## config.mk

```make
export PLATFORM = sky130hd
export DESIGN_NAME = calAlarm
export DESIGN_NICKNAME = d
export VERILOG_FILES = /design/src/rtl/calAlarmPkg.sv /design/src/rtl/alarmDatapath.sv /design/src/rtl/alarmControl.sv /design/src/rtl/calAlarm.sv
export SDC_FILE = /design/constraint.sdc
export NUM_CORES = 1
export LEC_CHECK = 0
export BUFFER_PORTS_ARGS = -buffer_cell sky130_fd_sc_hd__buf_2
export CORE_MARGIN = 5
export CORE_UTILIZATION = 55
export CTS_BUF_LIST = sky130_fd_sc_hd__clkbuf_8
export DETAILED_ROUTE_END_ITERATION = 10
export HOLD_SLACK_MARGIN = 0.06
export PLACE_DENSITY_LB_ADDON = 0.1
export SLEW_MARGIN = 40
export SYNTH_ARGS = -nofsm -noshare
export SYNTH_HDL_FRONTEND = slang
export SYNTH_SLANG_ARGS = --single-unit
```

## constraint.sdc

```tcl
create_clock -name clk -period 4.67 [get_ports clk]
set_input_delay 0.7005 -clock clk [delete_from_list [all_inputs] [get_ports clk]]
set_output_delay 0.7005 -clock clk [all_outputs]
set_load 0.005 [all_outputs]
```

## src/rtl/calAlarmPkg.sv

```systemverilog
package calAlarmPkg;
  localparam int NUM_ALARMS = 2;
  localparam int NUM_CMP    = 6;   // compared fields: sec, min, hour, date, month, dow
  localparam int NUM_REGS   = 7;   // compared fields plus the stored year
  localparam int REG_W      = 8;
  localparam int VAL_W      = REG_W - 1;
  localparam int SEL_W      = $clog2(NUM_REGS);
  localparam int ALM_W      = (NUM_ALARMS > 1) ? $clog2(NUM_ALARMS) : 1;
  localparam int LOAD_W     = NUM_ALARMS * NUM_REGS;

  typedef struct packed {
    logic [LOAD_W-1:0] load;   // one-hot register load strobes
    logic [REG_W-1:0]  data;   // value to load
  } alarmStrobes_t;
endpackage

```

## src/rtl/alarmDatapath.sv

```systemverilog
module alarmDatapath
  import calAlarmPkg::*;
(
  input  logic                             clk,
  input  logic                             rstN,
  input  alarmStrobes_t                    strb,
  input  logic [NUM_CMP-1:0][REG_W-1:0]    nowVec,
  output logic [NUM_ALARMS-1:0]            hit
);
  logic [NUM_ALARMS-1:0][NUM_REGS-1:0][REG_W-1:0] regFile;

  always_ff @(posedge clk) begin
    if (!rstN) begin
      regFile <= '0;
    end else begin
      for (int a = 0; a < NUM_ALARMS; a++) begin
        for (int r = 0; r < NUM_REGS; r++) begin
          if (strb.load[a*NUM_REGS + r]) regFile[a][r] <= strb.data;
        end
      end
    end
  end

  for (genvar a = 0; a < NUM_ALARMS; a++) begin : g_alarm
    logic [NUM_CMP-1:0] fieldOk;
    logic [NUM_CMP-1:0] fieldEn;
    always_comb begin
      for (int f = 0; f < NUM_CMP; f++) begin
        fieldEn[f] = regFile[a][f][REG_W-1];
        fieldOk[f] = !fieldEn[f] ||
                     ({1'b0, regFile[a][f][VAL_W-1:0]} == nowVec[f]);
      end
      hit[a] = (|fieldEn) && (&fieldOk);
    end

    for (genvar r = 0; r < NUM_REGS; r++) begin : g_reg

      load_capture_chk: assert property (@(posedge clk) disable iff (!rstN)
        strb.load[a*NUM_REGS + r] |=> regFile[a][r] == $past(strb.data));
    end
  end
endmodule

```

## src/rtl/alarmControl.sv

```systemverilog
module alarmControl
  import calAlarmPkg::*;
(
  input  logic                  clk,
  input  logic                  rstN,
  input  logic                  wrEn,
  input  logic [ALM_W-1:0]      wrAlarm,
  input  logic [SEL_W-1:0]      wrField,
  input  logic [REG_W-1:0]      wrData,
  input  logic                  tick,
  input  logic [NUM_ALARMS-1:0] hit,
  input  logic                  clrEn,
  input  logic [NUM_ALARMS-1:0] clrMask,
  output alarmStrobes_t         strb,
  output logic [NUM_ALARMS-1:0] flags,
  output logic                  irqPulse
);
  logic [NUM_ALARMS-1:0] newHit;
  logic [NUM_ALARMS-1:0] clrBits;

  always_comb begin
    strb.load = '0;
    strb.data = wrData;
    if (wrEn && (int'(wrField) < NUM_REGS) && (int'(wrAlarm) < NUM_ALARMS))
      strb.load[int'(wrAlarm)*NUM_REGS + int'(wrField)] = 1'b1;
  end

  assign newHit  = tick ? hit : '0;
  assign clrBits = clrEn ? clrMask : '0;

  always_ff @(posedge clk) begin
    if (!rstN) begin
      flags    <= '0;
      irqPulse <= 1'b0;
    end else begin
      flags    <= (flags & ~clrBits) | newHit;
      irqPulse <= |newHit;
    end
  end

  for (genvar i = 0; i < NUM_ALARMS; i++) begin : g_chk

    flag_needs_tick_chk: assert property (@(posedge clk) disable iff (!rstN)
      $rose(flags[i]) |-> $past(tick));

    hit_beats_clear_chk: assert property (@(posedge clk) disable iff (!rstN)
      $past(tick && hit[i]) |-> flags[i]);

    clear_takes_chk: assert property (@(posedge clk) disable iff (!rstN)
      $past(clrEn && clrMask[i] && !(tick && hit[i])) |-> !flags[i]);
  end

  irq_after_tick_chk: assert property (@(posedge clk) disable iff (!rstN)
    irqPulse |-> $past(tick) && ($countones(flags) > 0));
endmodule

```

## src/rtl/calAlarm.sv

```systemverilog
module calAlarm
  import calAlarmPkg::*;
(
  input  logic             clk,
  input  logic             rstN,
  input  logic             tick,
  input  logic [REG_W-1:0] secNow,
  input  logic [REG_W-1:0] minNow,
  input  logic [REG_W-1:0] hourNow,
  input  logic [REG_W-1:0] dateNow,
  input  logic [REG_W-1:0] monNow,
  input  logic [REG_W-1:0] dowNow,
  input  logic             wrEn,
  input  logic [ALM_W-1:0] wrAlarm,
  input  logic [SEL_W-1:0] wrField,
  input  logic [REG_W-1:0] wrData,
  input  logic             clrEn,
  input  logic [NUM_ALARMS-1:0] clrMask,
  output logic [NUM_ALARMS-1:0] flags,
  output logic             irqPulse
);
  alarmStrobes_t                 strb;
  logic [NUM_ALARMS-1:0]         hit;
  logic [NUM_CMP-1:0][REG_W-1:0] nowVec;

  assign nowVec = {dowNow, monNow, dateNow, hourNow, minNow, secNow};

  alarmControl u_ctrl (
    .clk(clk), .rstN(rstN), .wrEn(wrEn), .wrAlarm(wrAlarm), .wrField(wrField),
    .wrData(wrData), .tick(tick), .hit(hit), .clrEn(clrEn), .clrMask(clrMask),
    .strb(strb), .flags(flags), .irqPulse(irqPulse)
  );

  alarmDatapath u_dp (
    .clk(clk), .rstN(rstN), .strb(strb), .nowVec(nowVec), .hit(hit)
  );
endmodule

```

==> flow_summary.ini <==
[logic_synthesis]
synth_area_sq_um = 4980
synth-seq-area-share_pct = 39.8
yosys_warnings = 0
ys_ff_latch = 99
synth_area_per_cell_sq_um = 10.4
netlist_instances = 481
synth_fp_nets = 552
synthDistinctLibCells = 32

[power_and_ir_drop]
seqPwrFrac_pct = 52.6
leakage_nw = 2.41
combPwrFrac_pct = 13.6
swShare_pct = 25.6
peakVddDrop_uv = 172
internal_power_mw = 1.24
powerDensity_nw_per_um2 = 298
netSwitchingPower_uw = 426
clockPowerShare_pct = 33.8

[clock_tree]
clk_pin_slew_ns = 0.09
clock_sinks = 99
clockBufferDepth = 2
cts_buffers = 9
cts_setup_buffers = 0
post_cts_resized = 0
h-tree-depth = 3
clk_latency_ns = 0.35
cts_tree = yes
clockRootBuffer = clkbuf_8
cts_hold_buffers = 0

[place]
place_congestion = 0.824
io_buffer_count = 69
place_hpwl_um = 7860

[setup_path]
worstReg2RegStart = u_dp.regFile[37]
crit_path_end_kind = register
crit_fanout = 8
crit_required_ns = 4.92
r2r_slack_ns = 2.83
r2r_cells = 6
critical_path_class = primary input to register
reg2reg_to = u_ctrl.irqPulse
cp.arrival_ns = 3.00
start_kind = primary input

[sta]
fin_crit_ns = 2.76
fin_skew_ns = 0.00793
finalSetupViolations = 0
drv_slew = 0
rsz0062_at_grt = false
max_slew_margin_pct = 56.9
max_freq_ghz = 0.363
finalSetupTns_ns = 0
min_period_over_period_pct = 59.0
tightest_slew_ns = 0.646
hold_viol_final = 0

[routing]
drtIter0Drc = 119
postRouteAntennaNets = 0
wl_per_cell_um = 16.5
via_per_inst = 5.27
drc = 0
drt-total-wl_um = 10800
vias = 3447
drtPass1Iterations = 4

[global_routing]
overflow = 0
antenna_found_initial = 0
grt_max_degree = 83
gr-usage-all-layers_pct = 19.8
grt_pass1_vias = 3593
grt_pass1_wl_um = 17800

[final_layout]
diodes = 0
final_util_pct = 63.8
synthToLayoutAreaGrowth_pct = 12.3
fin_nets = 613
drive_above_1_share_pct = 17.2

[floorplan]
pin_count = 70
rows = 34
core-area_sq_um = 8760
dieArea_sq_um = 11100
die_w_um = 105
die_h_um = 105
initial_core_util_pct = 56.8

[min_path]
holdPathStages = 2
hold_path_class = register to register
min_from = u_dp.regFile[90]
min_to = u_dp.regFile[90]

[run]
cap_violations = 0

[run_status]
status = completed
==> flip-flops by register name, summed over array words and instances, names as in the netlist <==
signal,cells
u_ctrl.flags,2
u_ctrl.irqPulse,1
u_dp.g_alarm.fieldEn,12
u_dp.regFile,84
==> synthesized netlist by cell type, drive strengths merged <==
cell type | count | area (sq um)
a21boi | 2 | 15.0
a21o | 2 | 15.0
a21oi | 3 | 15.0
a222oi | 2 | 20.0
and2 | 1 | 6.26
and4 | 2 | 17.5
buf | 1 | 5.00
clkbuf | 19 | 71.3
dfxtp | 99 | 1980
fa | 1 | 20.0
ha | 3 | 37.5
inv | 3 | 11.3
mux2i | 96 | 961
nand2 | 15 | 61.3
nand3 | 3 | 15.0
nand4 | 5 | 31.3
nand4b | 1 | 8.76
nor2 | 5 | 41.3
nor2b | 96 | 601
nor3 | 5 | 70.1
nor3b | 1 | 7.51
nor4 | 16 | 100
o21a | 3 | 22.5
o21ai | 4 | 20.0
o31ai | 2 | 15.0
or4 | 6 | 45.0
xnor2 | 16 | 140
xor2 | 69 | 623
==> critical path, cell delays in order <==
cell and delay [ns]:
buf_2 0.12, ha_1 0.17, inv_1 0.05, fa_1 0.71, nand4_1 0.39, nor3_4 0.53
mux2i_1 0.26, nor2b_1 0.06
==> worst max-delay path by stage <==
stage,start,cells after the start,slack (ns),endpoint
CTS,wrAlarm,8,1.93,u_dp.regFile[42]
floorplan,wrAlarm,8,2.02,u_dp.g_alarm[0].fieldEn[5]
detailed placement,wrAlarm,8,1.56,u_dp.regFile[42]
global placement,wrAlarm,8,1.68,u_dp.regFile[42]
finish,wrAlarm,8,1.91,u_dp.regFile[42]
global route,wrAlarm,8,1.80,u_dp.g_alarm[0].fieldEn[5]
==> logic make-up after synthesis <==
group                      count (synthesis)  synth area share (%)
AOI/OAI and AO/OA                         18                  2.46
muxes                                     96                  19.3
and+or+nand+nor                          156                  20.2
xor gates and xnor gates                  85                  15.3
buffers and inverters                     23                  1.76
DFF                                       99                  39.8
adders and majority gates                  4                  1.16
==> power groups by stage <==
| stage | sequential, mW | clock (mW) | combinational (mW) |
|---|---|---|---|
| after floorplan | 0.893 | 0 | 0.153 |
| after global placement | 0.895 | 0 | 0.223 |
| after detailed placement | 0.896 | 0 | 0.228 |
| after CTS | 0.876 | 0.577 | 0.229 |
| after global routing | 0.878 | 0.610 | 0.249 |
| final | 0.876 | 0.563 | 0.226 |
==> final cells by class <==
type / instances / area (sq um)
multi-input combinational: 359 / 2910
inverter: 3 / 11.3
fill: 764 / 3170
clock buffer: 11 / 151
timing repair buffer: 70 / 353
sequential: 99 / 1980
tap: 108 / 135
clock inverter: 4 / 51.3
==> through the flow <==
stage	cell area (sq um)	worst slack, ns	total power, mW	hold slack [ns]	cells
finish	5590	1.91	1.67	0.537	654
floorplan	4980	2.02	1.05	0.491	481
global placement	5390	1.68	1.12	0.517	639
detailed placement	5390	1.56	1.12	0.525	639
global route	5590	1.80	1.74	0.561	654
CTS	5590	1.93	1.68	0.539	654
==> layout by cell type (no fill, tap or decap), drive strengths merged, types with 3 or more instances in the layout <==
| cell type | instances |
|---|---|
| clkbuf | 11 |
| nor2b | 96 |
| nor3 | 5 |
| xor2 | 69 |
| mux2i | 96 |
| buf | 70 |
| nand4 | 5 |
| inv | 4 |
| nand3 | 3 |
| a21oi | 3 |
| nor2 | 5 |
| nor4 | 16 |
| o21ai | 4 |
| nand2 | 15 |
| dfxtp | 99 |
| o21a | 3 |
| ha | 3 |
| xnor2 | 16 |
| or4 | 6 |
==> routing by layer <==
metal	vias to the layer above	global-route usage [%]	part of all wire, %	wire length, um
met5	-	0	0	0
met4	0	7.49	2.7	290
met3	17	4.07	3.9	417
met2	70	32.0	46	5020
met1	1607	26.2	47	5080
li1	1753	-	-	-
(Power assumes the default switching activity.)
